## config.mk

```make
export PLATFORM = sky130hd
export DESIGN_NAME = tci_seq
export DESIGN_NICKNAME = d
export VERILOG_FILES = /design/src/rtl/tci_pkg.sv /design/src/rtl/tci_ctrl.sv /design/src/rtl/tci_regs.sv /design/src/rtl/tci_seq.sv
export SDC_FILE = /design/constraint.sdc
export NUM_CORES = 1
export LEC_CHECK = 0
export BUFFER_PORTS_ARGS = -buffer_cell sky130_fd_sc_hd__buf_2
export CAP_MARGIN = 10
export CORE_MARGIN = 1.5
export CORE_UTILIZATION = 33
export DETAILED_ROUTE_END_ITERATION = 10
export PLACE_DENSITY = 0.57
export SLEW_MARGIN = 20
export SYNTH_ARGS = -nofsm -noshare
export SYNTH_HDL_FRONTEND = slang
export SYNTH_HIERARCHICAL = 1
export SYNTH_SLANG_ARGS = --single-unit
```

## constraint.sdc

```tcl
create_clock -name clk -period 2.9 [get_ports clk]
set_input_delay 0.435 -clock clk [delete_from_list [all_inputs] [get_ports clk]]
set_output_delay 0.435 -clock clk [all_outputs]
set_load 0.005 [all_outputs]
```

## src/rtl/tci_pkg.sv

```systemverilog
package tci_pkg;

    typedef enum logic [1:0] {
        OP_NEXT  = 2'b00,
        OP_ENTER = 2'b01,
        OP_EXIT  = 2'b10,
        OP_EXEC  = 2'b11
    } tci_op_e;

    typedef enum logic [3:0] {
        ST_IDLE,
        ST_RPUSH,
        ST_RPOP_REQ,
        ST_RPOP_TAKE,
        ST_PPOP_REQ,
        ST_PPOP_TAKE,
        ST_FETCH_REQ,
        ST_FETCH_TAKE,
        ST_CODE_REQ,
        ST_CODE_TAKE,
        ST_DONE
    } tci_state_e;

    typedef enum logic [2:0] {
        AS_IP,
        AS_W,
        AS_RSP,
        AS_RSP_PRE,
        AS_PSP
    } tci_asel_e;

    typedef struct packed {
        tci_asel_e asel;
        logic      rd;
        logic      wr;
        logic      ip_body;
        logic      ip_mem;
        logic      ip_step;
        logic      w_mem;
        logic      pc_mem;
        logic      rsp_dec;
        logic      rsp_inc;
        logic      psp_inc;
    } tci_ctl_t;

endpackage

```

## src/rtl/tci_ctrl.sv

```systemverilog
module tci_ctrl
    import tci_pkg::*;
(
    input  logic     clk,
    input  logic     rst_n,
    input  logic     start,
    input  tci_op_e  op_i,
    input  logic     itc_mode,
    output tci_ctl_t ctl,
    output logic     itc_q,
    output logic     busy,
    output logic     done
);

    tci_state_e state_q, state_d;

    // state register and mode capture
    always_ff @(posedge clk) begin
        if (!rst_n) begin
            state_q <= ST_IDLE;
            itc_q   <= 1'b0;
        end else begin
            state_q <= state_d;
            if (state_q == ST_IDLE && start) begin
                itc_q <= itc_mode;
            end
        end
    end

    // transitions
    always_comb begin
        state_d = state_q;
        unique case (state_q)
            ST_IDLE: begin
                if (start) begin
                    unique case (op_i)
                        OP_NEXT:  state_d = ST_FETCH_REQ;
                        OP_ENTER: state_d = ST_RPUSH;
                        OP_EXIT:  state_d = ST_RPOP_REQ;
                        OP_EXEC:  state_d = ST_PPOP_REQ;
                        default:  state_d = ST_IDLE;
                    endcase
                end
            end
            ST_RPUSH:      state_d = ST_FETCH_REQ;
            ST_RPOP_REQ:   state_d = ST_RPOP_TAKE;
            ST_RPOP_TAKE:  state_d = ST_FETCH_REQ;
            ST_PPOP_REQ:   state_d = ST_PPOP_TAKE;
            ST_PPOP_TAKE:  state_d = itc_q ? ST_CODE_REQ : ST_DONE;
            ST_FETCH_REQ:  state_d = ST_FETCH_TAKE;
            ST_FETCH_TAKE: state_d = itc_q ? ST_CODE_REQ : ST_DONE;
            ST_CODE_REQ:   state_d = ST_CODE_TAKE;
            ST_CODE_TAKE:  state_d = ST_DONE;
            ST_DONE:       state_d = ST_IDLE;
            default:       state_d = ST_IDLE;
        endcase
    end

    // outputs
    always_comb begin
        ctl      = '0;
        ctl.asel = AS_IP;
        unique case (state_q)
            ST_RPUSH: begin
                ctl.asel    = AS_RSP_PRE;
                ctl.wr      = 1'b1;
                ctl.ip_body = 1'b1;
                ctl.rsp_dec = 1'b1;
            end
            ST_RPOP_REQ: begin
                ctl.asel = AS_RSP;
                ctl.rd   = 1'b1;
            end
            ST_RPOP_TAKE: begin
                ctl.ip_mem  = 1'b1;
                ctl.rsp_inc = 1'b1;
            end
            ST_PPOP_REQ: begin
                ctl.asel = AS_PSP;
                ctl.rd   = 1'b1;
            end
            ST_PPOP_TAKE: begin
                ctl.w_mem   = 1'b1;
                ctl.psp_inc = 1'b1;
                ctl.pc_mem  = !itc_q;
            end
            ST_FETCH_REQ: begin
                ctl.asel = AS_IP;
                ctl.rd   = 1'b1;
            end
            ST_FETCH_TAKE: begin
                ctl.w_mem   = 1'b1;
                ctl.ip_step = 1'b1;
                ctl.pc_mem  = !itc_q;
            end
            ST_CODE_REQ: begin
                ctl.asel = AS_W;
                ctl.rd   = 1'b1;
            end
            ST_CODE_TAKE: begin
                ctl.pc_mem = 1'b1;
            end
            default: begin
            end
        endcase
    end

    assign busy = (state_q != ST_IDLE) && (state_q != ST_DONE);
    assign done = (state_q == ST_DONE);

    AST_DONE_PULSE: assert property (@(posedge clk) disable iff (!rst_n)
        done |=> !done);

    AST_RD_WR_EXCL: assert property (@(posedge clk) disable iff (!rst_n)
        !(ctl.rd && ctl.wr));

endmodule

```

## src/rtl/tci_regs.sv

```systemverilog
module tci_regs
    import tci_pkg::*;
#(
    parameter int          CELL_W         = 16,
    parameter int          ITC_BODY_CELLS = 2,
    parameter logic [15:0] IP_RESET       = 16'h0400,
    parameter logic [15:0] RSP_RESET      = 16'h1000,
    parameter logic [15:0] PSP_RESET      = 16'h0F00
) (
    input  logic              clk,
    input  logic              rst_n,
    input  tci_ctl_t          ctl,
    input  logic              itc_q,
    input  logic [CELL_W-1:0] mem_rdata,
    output logic [CELL_W-1:0] mem_addr,
    output logic [CELL_W-1:0] mem_wdata,
    output logic [CELL_W-1:0] ip_q,
    output logic [CELL_W-1:0] w_q,
    output logic [CELL_W-1:0] pc_q,
    output logic [CELL_W-1:0] rsp_q,
    output logic [CELL_W-1:0] psp_q
);

    localparam int                CELL_BYTES = CELL_W / 8;
    localparam logic [CELL_W-1:0] STEP       = CELL_W'(CELL_BYTES);
    localparam logic [CELL_W-1:0] BODY_DTC   = CELL_W'(CELL_BYTES);
    localparam logic [CELL_W-1:0] BODY_ITC   = CELL_W'(CELL_BYTES * ITC_BODY_CELLS);

    logic [CELL_W-1:0] body_off;
    assign body_off = itc_q ? BODY_ITC : BODY_DTC;

    always_comb begin
        unique case (ctl.asel)
            AS_IP:      mem_addr = ip_q;
            AS_W:       mem_addr = w_q;
            AS_RSP:     mem_addr = rsp_q;
            AS_RSP_PRE: mem_addr = rsp_q - STEP;
            AS_PSP:     mem_addr = psp_q;
            default:    mem_addr = ip_q;
        endcase
    end

    assign mem_wdata = ip_q;

    always_ff @(posedge clk) begin
        if (!rst_n) begin
            ip_q  <= CELL_W'(IP_RESET);
            w_q   <= '0;
            pc_q  <= '0;
            rsp_q <= CELL_W'(RSP_RESET);
            psp_q <= CELL_W'(PSP_RESET);
        end else begin
            if (ctl.ip_body)      ip_q <= w_q + body_off;
            else if (ctl.ip_mem)  ip_q <= mem_rdata;
            else if (ctl.ip_step) ip_q <= ip_q + STEP;
            if (ctl.w_mem)   w_q   <= mem_rdata;
            if (ctl.pc_mem)  pc_q  <= mem_rdata;
            if (ctl.rsp_dec) rsp_q <= rsp_q - STEP;
            else if (ctl.rsp_inc) rsp_q <= rsp_q + STEP;
            if (ctl.psp_inc) psp_q <= psp_q + STEP;
        end
    end

    AST_PUSH_BELOW_TOP: assert property (@(posedge clk) disable iff (!rst_n)
        ctl.wr |-> (mem_addr == rsp_q - STEP));

endmodule

```

## src/rtl/tci_seq.sv

```systemverilog
module tci_seq
    import tci_pkg::*;
#(
    parameter int          CELL_W         = 16,
    parameter int          ITC_BODY_CELLS = 2,
    parameter logic [15:0] IP_RESET       = 16'h0400,
    parameter logic [15:0] RSP_RESET      = 16'h1000,
    parameter logic [15:0] PSP_RESET      = 16'h0F00
) (
    input  logic              clk,
    input  logic              rst_n,
    input  logic              start,
    input  logic [1:0]        op,
    input  logic              itc_mode,
    output logic [CELL_W-1:0] mem_addr,
    output logic              mem_rd,
    output logic              mem_wr,
    output logic [CELL_W-1:0] mem_wdata,
    input  logic [CELL_W-1:0] mem_rdata,
    output logic              busy,
    output logic              done,
    output logic [CELL_W-1:0] pc_out,
    output logic [CELL_W-1:0] ip_out,
    output logic [CELL_W-1:0] w_out,
    output logic [CELL_W-1:0] rsp_out,
    output logic [CELL_W-1:0] psp_out
);

    tci_ctl_t ctl;
    logic     itc_q;

    tci_ctrl u_ctrl (
        .clk      (clk),
        .rst_n    (rst_n),
        .start    (start),
        .op_i     (tci_op_e'(op)),
        .itc_mode (itc_mode),
        .ctl      (ctl),
        .itc_q    (itc_q),
        .busy     (busy),
        .done     (done)
    );

    tci_regs #(
        .CELL_W         (CELL_W),
        .ITC_BODY_CELLS (ITC_BODY_CELLS),
        .IP_RESET       (IP_RESET),
        .RSP_RESET      (RSP_RESET),
        .PSP_RESET      (PSP_RESET)
    ) u_regs (
        .clk       (clk),
        .rst_n     (rst_n),
        .ctl       (ctl),
        .itc_q     (itc_q),
        .mem_rdata (mem_rdata),
        .mem_addr  (mem_addr),
        .mem_wdata (mem_wdata),
        .ip_q      (ip_out),
        .w_q       (w_out),
        .pc_q      (pc_out),
        .rsp_q     (rsp_out),
        .psp_q     (psp_out)
    );

    assign mem_rd = ctl.rd;
    assign mem_wr = ctl.wr;

    AST_BUSY_FROM_START: assert property (@(posedge clk) disable iff (!rst_n)
        $rose(busy) |-> $past(start));

    AST_DONE_AFTER_WORK: assert property (@(posedge clk) disable iff (!rst_n)
        done |-> $past(busy));

endmodule

```

==> flow_summary_export.csv, run 1 <==
group,metric,value,unit
status,status,"complete, no violations",
floorplan,die_x,131,µm
route,wire_per_inst,18.4,µm
final_layout,drive_gt1_share,25.6,%
floorplan,ios,138,
worst_setup_path,crit_type,"reg2out",
power,finalPower,6100,µW
floorplan,row_count,46,
worst_setup_path,path_buf_inv,3,
global_routing,grt_overflow,0,
hold_path,hp-class,"in2reg",
worst_setup_path,path_cells,"buf_4 -> nor4b_2 -> inv_1 -> xnor2_1 -> a222oi_1 -> o21ai_0 -> buf_2",
synth,async_reset_ff_share,0,%
clocking,numCtsBuffers,9,
floorplan,start_util,34.0,%
clocking,clk-insertion-delay-late,0.35,ns
clocking,cts_sinks,83,
worst_setup_path,slowest_delay,0.50,ns
timing,tightest_slew,0.618,ns
placed_design,io_buffers,135,
power,power.density,930,mW/mm²
timing,final.period_utilization,97.8,%
synth,synth_area_leaders,"dfxtp_1 31%, mux2i_1 7.6%, nor2_1 6.3%",
global_routing,antenna_found_initial,0,
synth,yosysWarnings,6,
clocking,clk_pin_slew,0.07,ns
final_layout,n_fill_cell,1716,
clocking,clockBufferDepth,2,
global_routing,grt_pass1_wl,28200,µm
synth,synth_cell_types,66,
worst_setup_path,cp.depth,7,
worst_setup_path,cp_data_required_time,2.47,ns
final_layout,area_growth,20.6,%
placed_design,gp_congestion,0.928,
timing,tns,0,ns
synth,syn_avg_cell_area,7.99,µm²
synth,yosysTopAreaCell,"dfxtp_1",
global_routing,grt_pass1_vias,4788,
global_routing,grt_max_degree,32,
synth,synth-seq-cells,83,
timing,period_minus_slack,2.84,ns
route,viasPerCell,5.33,
worst_setup_path,start_kind,"flop",
power,leakage,0.00273,µW
floorplan,fp.dieH,131,µm
route,post-route-drc-count,0,
timing,rsz0062_at_grt,"false",
clocking,root_buffer,"clkbuf_16",
hold_path,hold_path_depth,2,
flow_run,maxCapViolations,0,
route,finalWirelength,18500,µm
synth,synth_edf_count,0,
timing,maxSlewViolCount,0,
route,dr.pass1.iters,5,
worst_setup_path,reg2regPathDepth,8,
timing,setup_violations,0,
power,irDropWorstVdd,0.000423,V
clocking,cts_tree,"yes",
floorplan,die-area,0.0172,mm²
clocking,cts-htree-levels,3,
synth,syn_area,0.00544,mm²
worst_setup_path,cpLargestDelayFamily,"buffers and inverters",
synth,synth_flop_cell,"dfxtp_1",
placed_design,hpwl,13700,µm
worst_setup_path,end_kind,"output port",
worst_setup_path,cp_max_fo,12,
floorplan,coreArea,0.0160,mm²
timing,hold_viol_final,0,
worst_setup_path,arrival,2.40,ns
synth,yosysSeqAreaShare,30.6,%
synth,synth_top_area_share,30.6,%
timing,fmax,0.352,GHz
route,drtIter0Drc,498,
timing,finalClockSkew,0.00688,ns
synth,synth.most_common_cell,"nor2_1",
route,vias,5355,
global_routing,grt_usage,21.0,%
final_layout,diodes,0,
route,ant_nets,0,
synth,synthTopCellsByCount,"91 x nor2_1, 83 x dfxtp_1, 44 x nand2_1",
synth,syn_inst,680,
worst_setup_path,cp_slowest_cell,"xnor2_1",
final_layout,finish.net_count,816,
timing,slew_headroom,58.5,%
==> cell families (layout without fill, tap and decap cells) <==
| group | Yosys count | in the layout | synth area share, % |
|---|---|---|---|
| AO/OA/AOI/OAI | 130 | 130 | 16.2 |
| XOR/XNOR | 61 | 61 | 9.83 |
| adder cells (fa/ha/maj) | 10 | 10 | 2.44 |
| buffers and inverters | 88 | 196 | 7.92 |
| flip-flops | 83 | 83 | 30.6 |
| multiplexers | 41 | 41 | 7.55 |
| other | 1 | 2 | 0.0690 |
| AND/OR/NAND/NOR | 266 | 266 | 25.5 |
==> per-stage QoR <==
stage / worst slack, ns / utilization, % / hold WS (ns) / instance area [µm²] / instances
floorplan: 0.390 / - / 0.485 / 5440 / 681
global placement: 0.336 / 39.0 / 0.471 / 6230 / 987
detailed placement: 0.309 / 39.0 / 0.481 / 6230 / 987
CTS: 0.0342 / 40.8 / 0.324 / 6520 / 1003
global route: 0.00491 / 41.0 / 0.333 / 6550 / 1005
finish: 0.0624 / 41.0 / 0.325 / 6550 / 1005
==> sequential cells by signal, summed over array words and instances, names as in the netlist <==
name            cells
u_regs/ip_q        16
u_ctrl/state_q      4
u_regs/psp_q       15
u_ctrl/itc_q        1
u_regs/w_q         16
u_regs/pc_q        16
u_regs/rsp_q       15
==> path summary, 6_finish.rpt <==
path                             startpoint  slack, ns                      endpoint
max          u_ctrl/state_q[3]$_SDFFE_PN0P_       0.06                  mem_addr[10]
min                                itc_mode       0.33     u_ctrl/itc_q$_SDFFE_PN0P_
max reg2reg  u_ctrl/state_q[1]$_SDFFE_PN0P_       0.49  u_regs/rsp_q[6]$_SDFFE_PN0P_
min reg2reg     u_regs/pc_q[4]$_SDFFE_PN0P_       0.49   u_regs/pc_q[4]$_SDFFE_PN0P_
==> what timing repair did <==
item | CTS | global route
endpoints found under the hold margin | 0 | 0
endpoints found under the setup margin | 4 | 7
hold buffers | 0 | 0
resized for setup | 5 | 7
buffers inserted | 0 | 2
==> cells in the final DEF, fill, tap and decap left out, types with 4 or more instances in the layout <==
master and n:
and2_1 5, nor2b_1 9, inv_1 18, ha_1 9, nand2b_1 13, nor4_1 5, clkbuf_16 9, o211ai_1 6
xor2_1 27, buf_4 26, a22oi_1 11, dfxtp_1 80, xnor2_1 34, nor2_1 89, nand3b_1 4, nand2_1 43
nor3b_1 4, o21a_1 11, nand3_1 23, and4_1 10, o22ai_1 9, nor3_1 16, mux2i_1 41, and3_1 10
buf_2 135, o21ai_0 23, a21oi_1 30, nand4_1 14
==> cell type report <==
class	instances	area, µm²	share of cell area [%]
clock inverter	7	51.3	0.783
sequential	83	1670	25.4
tap	216	270	4.12
timing repair buffer	161	871	13.3
inverter	19	71.3	1.09
clock buffer	9	225	3.44
multi-input combinational	510	3400	51.9
==> power breakdown <==
part	leakage [µW]	total [µW]	switching, µW	internal [µW]
Sequential	0.000673	1630	334	1300
Clock	0.000137	1110	519	587
Combinational	0.00192	3360	1850	1510
==> layer usage <==
metal  wire length, µm  vias to the layer above  track usage (%)
li1                  -                     2582                -
met1              8820                     2524             30.3
met2              7880                      221             30.3
met3              1290                       28             4.98
met4               478                        0             7.47
met5                 0                        -                0
Power figures use the tool's default switching activity.
==> inputs of run 2 (changes only) <==
--- a/config.mk
+++ b/config.mk
@@ -5,12 +5,13 @@
 export SDC_FILE = /design/constraint.sdc
 export NUM_CORES = 1
 export LEC_CHECK = 0
+export ABC_AREA = 1
 export BUFFER_PORTS_ARGS = -buffer_cell sky130_fd_sc_hd__buf_2
 export CAP_MARGIN = 10
 export CORE_MARGIN = 1.5
 export CORE_UTILIZATION = 33
 export DETAILED_ROUTE_END_ITERATION = 10
-export PLACE_DENSITY = 0.57
+export PLACE_DENSITY = 0.56
 export SLEW_MARGIN = 20
 export SYNTH_ARGS = -nofsm -noshare
 export SYNTH_HDL_FRONTEND = slang
==> run 2 against run 1 <==
Against the previous run:
- final area up 6.4%
- critical path depth is 5 higher
- cell count increased by 26%
- register-to-register slack barely moved
- fmax up 3.3%
- sequential power increased by 23%
- via count grew 19%
- sequential cell count unchanged
- global-route usage up 0.15 points
- combinational power increased by 26%
- die area rose by 9.8%
- largest cell class unchanged
- highest routed layer unchanged
==> flow_summary_export.csv, run 2 <==
group,metric,value,unit
floorplan,fp.dieH,138,µm
clocking,cts_hold_buf,0,
clocking,cts_tree,"yes",
worst_setup_path,end_kind,"output port",
timing,hold_viol_final,0,
worst_setup_path,crit_type,"reg2out",
final_layout,top_regs,"u_regs/ip_q x16, u_regs/pc_q x16, u_regs/w_q x16",
timing,tightest_slew,0.732,ns
power,clkPwrFrac,16.2,%
route,wire_per_inst,15.6,µm
synth,syn_area,0.00598,mm²
worst_setup_path,cp_data_required_time,2.47,ns
power,p_switching,3720,µW
power,p_seq_share,26.9,%
placed_design,gp_congestion,0.905,
synth,synth.most_common_cell,"nand2_1",
clocking,clk-insertion-delay-late,0.35,ns
placed_design,hpwl,15100,µm
final_layout,area_growth,16.6,%
worst_setup_path,arrival,2.31,ns
synth,synth_top_area_share,27.8,%
floorplan,coreArea,0.0178,mm²
final_layout,diodes,0,
power,combinationalPowerShare,56.9,%
floorplan,ios,138,
global_routing,grt_pass1_vias,5701,
hold_path,hp-class,"in2reg",
timing,whs,0.335,ns
global_routing,antenna_found_initial,0,
placed_design,io_buffers,135,
clocking,clk_pin_slew,0.06,ns
synth,syn_avg_cell_area,6.42,µm²
timing,fmax,0.364,GHz
worst_setup_path,crit_start,"u_ctrl/state_q[0]$_SDFFE_PN0P_",
route,vias,6392,
clocking,cts-htree-levels,3,
synth,synth-seq-cells,83,
synth,yosysWarnings,6,
global_routing,grt_usage,21.2,%
synth,synth_flop_cell,"dfxtp_1",
final_layout,final_cells,1268,
floorplan,row_count,49,
global_routing,grt_pass1_wl,30700,µm
route,dr.pass1.iters,5,
placed_design,dpl_worst_slack,0.325,ns
clocking,root_buffer,"clkbuf_16",
timing,setup_violations,0,
timing,fin_ws,0.152,ns
synth,yosysTopAreaCell,"dfxtp_1",
synth,synthTopCellsByCount,"192 x nand2_1, 111 x nor2_1, 95 x inv_1",
global_routing,grt_overflow,0,
floorplan,die-area,0.0189,mm²
floorplan,start_util,33.5,%
hold_path,hold_start,"itc_mode",
global_routing,grt_max_degree,53,
timing,finalClockSkew,0.0111,ns
final_layout,layout_commonest_cell,"nand2_1",
route,ant_nets,0,
final_layout,finish.net_count,1066,
worst_setup_path,cp_max_fo,16,
power,swShare,50.1,%
route,post-route-drc-count,0,
synth,synth_area_leaders,"dfxtp_1 28%, nand2_1 12%, nor2_1 7.0%",
power,power.density,1070,mW/mm²
power,finalPower,7430,µW
worst_setup_path,reg2regPathDepth,10,
power,leakage,0.00322,µW
worst_setup_path,start_kind,"flop",
flow_run,maxCapViolations,0,
clocking,clockBufferDepth,2,
synth,yosysSeqAreaShare,27.8,%
final_layout,drive_gt1_share,22.9,%
timing,final.period_utilization,94.8,%
synth,async_reset_ff_share,0,%
final_layout,layout_common_cells,"191 x nand2_1, 135 x buf_2, 111 x nor2_1",
route,viasPerCell,5.04,
synth,synth_edf_count,0,
route,finalWirelength,19800,µm
clocking,cts_sinks,83,
clocking,numCtsBuffers,9,
timing,maxSlewViolCount,0,
synth,synth_cell_types,47,
timing,slew_headroom,51.1,%
status,status,"complete, no violations",
placed_design,dp_cells,1250,
synth,syn_inst,931,
route,drtIter0Drc,525,
hold_path,hold_path_depth,3,
floorplan,die_x,138,µm
worst_setup_path,r2r-start,"u_ctrl/state_q[2]$_SDFFE_PN0P_",
power,p_int,3710,µW
power,irDropWorstVdd,0.000627,V
timing,period_minus_slack,2.75,ns
==> run 2: metrics by stage <==
step / area, µm² / setup TNS (ns) / util, %
after global placement: 6630 / 0 / 37.2
after global routing: 6970 / -0.0521 / 39.1
after detailed placement: 6630 / 0 / 37.2
after floorplan: 5980 / 0 / -
after CTS: 6930 / 0 / 38.9
final: 6970 / 0 / 39.1
==> run 2: timing repair <==
item | CTS | global route
setup endpoints to repair | 2 | 15
resized for setup | 1 | 6
pin swaps | 1 | 2
setup buffers | 0 | 2
==> run 2: metal layers <==
layer  vias to the layer above  GRT usage, %  wire length, µm
met5                         -             0                0
met4                         0          6.55              304
met3                        20          3.38             1190
met2                       221          33.8             8870
met1                      2891          29.2             9460
li1                       3260             -                -
==> run 2: final cells by class <==
class / count / area (µm²)
clock buffers: 9 / 225
fillers: 1926 / 10900
clock inverters: 7 / 76.3
well taps: 229 / 287
multi-input cells: 688 / 3560
repair buffers: 146 / 758
inverters: 106 / 404
flip-flops and latches: 83 / 1660
==> run 2: final timing paths <==
kind / endpoint / slack [ns]
setup reg to reg: u_regs/rsp_q[5]$_SDFFE_PN0P_ / 0.48
hold / removal: u_ctrl/itc_q$_SDFFE_PN0P_ / 0.34
hold reg to reg: u_regs/pc_q[10]$_SDFFE_PN0P_ / 0.50
setup / recovery: mem_addr[1] / 0.15
==> run 2: power groups by stage <==
stage / Clock, µW / Sequential, µW / Combinational (µW)
finish: 1200 / 2000 / 4230
global route: 1280 / 2060 / 4730
CTS: 1230 / 2000 / 4160
detailed placement: 0 / 2020 / 4140
global placement: 0 / 2020 / 4140
floorplan: 0 / 1790 / 3160
==> run 2: logic make-up (layout without fill, tap and decap cells) <==
| kind of cell | Yosys count | count (layout) | share of synthesized area [%] |
|---|---|---|---|
| AND/OR/NAND/NOR | 462 | 462 | 36.2 |
| AO/OA/AOI/OAI | 200 | 200 | 18.5 |
| buffers and inverters | 161 | 268 | 13.1 |
| flip-flops | 83 | 83 | 27.8 |
| XOR/XNOR | 14 | 14 | 2.18 |
| adder cells (fa/ha/maj) | 10 | 10 | 2.22 |
| other | 1 | 2 | 0.0627 |
==> run 2: critical path: stages, from the launching register on <==
cell,delay (ns)
dfxtp_1,0.39
inv_2,0.07
nor2_1,0.15
nand2_1,0.13
o21ai_2,0.11
inv_2,0.11
nor2_4,0.12
nand2_4,0.14
nand3b_4,0.14
inv_2,0.14
nor3_2,0.23
a21oi_1,0.08
buf_2,0.14
==> inputs of run 3 (changes only) <==
--- a/config.mk
+++ b/config.mk
@@ -11,7 +11,7 @@
 export CORE_MARGIN = 1.5
 export CORE_UTILIZATION = 33
 export DETAILED_ROUTE_END_ITERATION = 10
-export PLACE_DENSITY = 0.56
+export PLACE_DENSITY_LB_ADDON = 0.05
 export SLEW_MARGIN = 20
 export SYNTH_ARGS = -nofsm -noshare
 export SYNTH_HDL_FRONTEND = slang
==> run 3 against run 2 <==
Against the previous run:
- clock-buffer cell count stayed put
- sequential power hardly changed
- global-route usage is 0.95 points higher
- utilization is 0.084 points higher
==> flow_summary_export.csv, run 3 (synthesis gave the netlist of run 2 again) <==
group,metric,value,unit
worst_setup_path,rrSetupSlack,0.49,ns
floorplan,start_util,33.5,%
timing,hold_viol_final,0,
final_layout,layout_commonest_cell,"nand2_1",
status,status,"complete, no violations",
floorplan,row_count,49,
final_layout,top_regs,"u_regs/ip_q x16, u_regs/pc_q x16, u_regs/w_q x16",
placed_design,gp_congestion,0.886,
power,leakage,0.00323,µW
timing,finalClockSkew,0.00834,ns
clocking,clockBufferDepth,2,
placed_design,hpwl,15900,µm
route,viasPerCell,4.90,
worst_setup_path,crit_type,"reg2out",
worst_setup_path,cp_max_fo,16,
global_routing,grt_usage,22.1,%
floorplan,fp.dieH,138,µm
clocking,cts-htree-levels,3,
final_layout,multi_input_area,0.00355,mm²
timing,slew_headroom,49.5,%
floorplan,coreArea,0.0178,mm²
hold_path,hp-class,"in2reg",
final_layout,register_area,0.00166,mm²
final_layout,n_fill_cell,2000,
global_routing,grt_max_degree,36,
worst_setup_path,cp_data_required_time,2.47,ns
timing,tns,0,ns
final_layout,layout_common_cells,"191 x nand2_1, 135 x buf_2, 111 x nor2_1",
timing,fmax,0.366,GHz
final_layout,finish.net_count,1066,
flow_run,maxCapViolations,0,
placed_design,dpl_worst_slack,0.248,ns
worst_setup_path,start_kind,"flop",
global_routing,grt_pass1_wl,31800,µm
floorplan,ios,138,
route,ant_nets,0,
timing,setup_violations,0,
worst_setup_path,end_kind,"output port",
timing,fin_ws,0.169,ns
worst_setup_path,arrival,2.30,ns
timing,maxSlewViolCount,0,
route,finalWirelength,20500,µm
global_routing,grt_pass1_vias,5603,
timing,period_minus_slack,2.73,ns
final_layout,diodes,0,
route,dr.pass1.iters,5,
timing,tightest_slew,0.755,ns
global_routing,antenna_found_initial,0,
clocking,root_buffer,"clkbuf_16",
timing,rsz0062_at_grt,"false",
floorplan,die-area,0.0189,mm²
timing,final.period_utilization,94.2,%
floorplan,die_x,138,µm
clocking,numCtsBuffers,9,
route,wire_per_inst,16.2,µm
final_layout,drive_gt1_share,23.0,%
final_layout,area_growth,16.8,%
power,power.density,1060,mW/mm²
global_routing,grt_overflow,0,
power,irDropWorstVdd,0.000524,V
clocking,cts_sinks,83,
route,drtIter0Drc,405,
clocking,clk-insertion-delay-late,0.36,ns
route,vias,6219,
clocking,cts_tree,"yes",
placed_design,io_buffers,135,
route,post-route-drc-count,0,
clocking,clk_pin_slew,0.07,ns
## run 3: cell types whose count changed in the layout (fill, tap and decap cells not counted), sizes merged
| cell | change |
|---|---|
| bufinv | -1 |
| inv | +2 |
| clkinvlp | -1 |
## run 3: what timing repair did
action,in CTS,in global routing
pin swaps,1,2
gates resized for setup,2,7
hold buffers,0,0
buffers inserted,1,1
setup endpoints to repair,12,16
gates cloned,0,0
## run 3: path summary, 6_finish.rpt
path,from,endpoint,cells after the start
setup / recovery,u_ctrl/state_q[3]$_SDFFE_PN0P_,mem_addr[1],11
hold / removal,itc_mode,u_ctrl/itc_q$_SDFFE_PN0P_,3
setup reg to reg,u_ctrl/state_q[3]$_SDFFE_PN0P_,u_regs/rsp_q[7]$_SDFFE_PN0P_,9
hold reg to reg,u_regs/pc_q[13]$_SDFFE_PN0P_,u_regs/pc_q[13]$_SDFFE_PN0P_,2
## run 3: layout make-up
type	count	area share (%)
Tap cell	229	4.10
Timing Repair Buffer	146	11.0
Clock buffer	9	3.22
Multi-Input combinational cell	688	50.9
Sequential cell	83	23.8
Clock inverter	7	1.15
Inverter	106	5.82
## run 3: stage by stage
step	power [µW]	hold WS, ns	utilization (%)	cell area (µm²)	std cells
global route	8080	0.359	39.2	6990	1268
finish	7420	0.322	39.2	6990	1268
global placement	6200	0.478	37.2	6650	1250
floorplan	4950	0.481	-	5980	932
detailed placement	6180	0.482	37.2	6650	1250
CTS	7430	0.314	39.0	6960	1267
## run 3: critical path, stage by stage, from the launching register on
cell and delay, ns:
dfxtp_1 0.35, inv_1 0.11, nand2_2 0.08, nor3_1 0.21, buf_4 0.20, nor2_2 0.06, nand2_4 0.18, nand3b_4 0.15
inv_4 0.19, nor3_2 0.07, a21oi_1 0.19, buf_2 0.15
## run 3: power breakdown
| group | leakage [µW] | total [µW] | internal [µW] | switching [µW] |
|---|---|---|---|---|
| sequential | 0.000675 | 2000 | 1430 | 570 |
| clock | 0.000146 | 1190 | 614 | 578 |
| combinational | 0.00241 | 4230 | 1600 | 2620 |
## run 3: per-layer routing
layer | vias up | wire length, µm | track usage, %
li1 | 3257 | - | -
met4 | 0 | 562 | 8.19
met1 | 2748 | 9730 | 30.4
met2 | 186 | 9140 | 34.8
met3 | 28 | 1060 | 3.42
met5 | - | 0 | 0
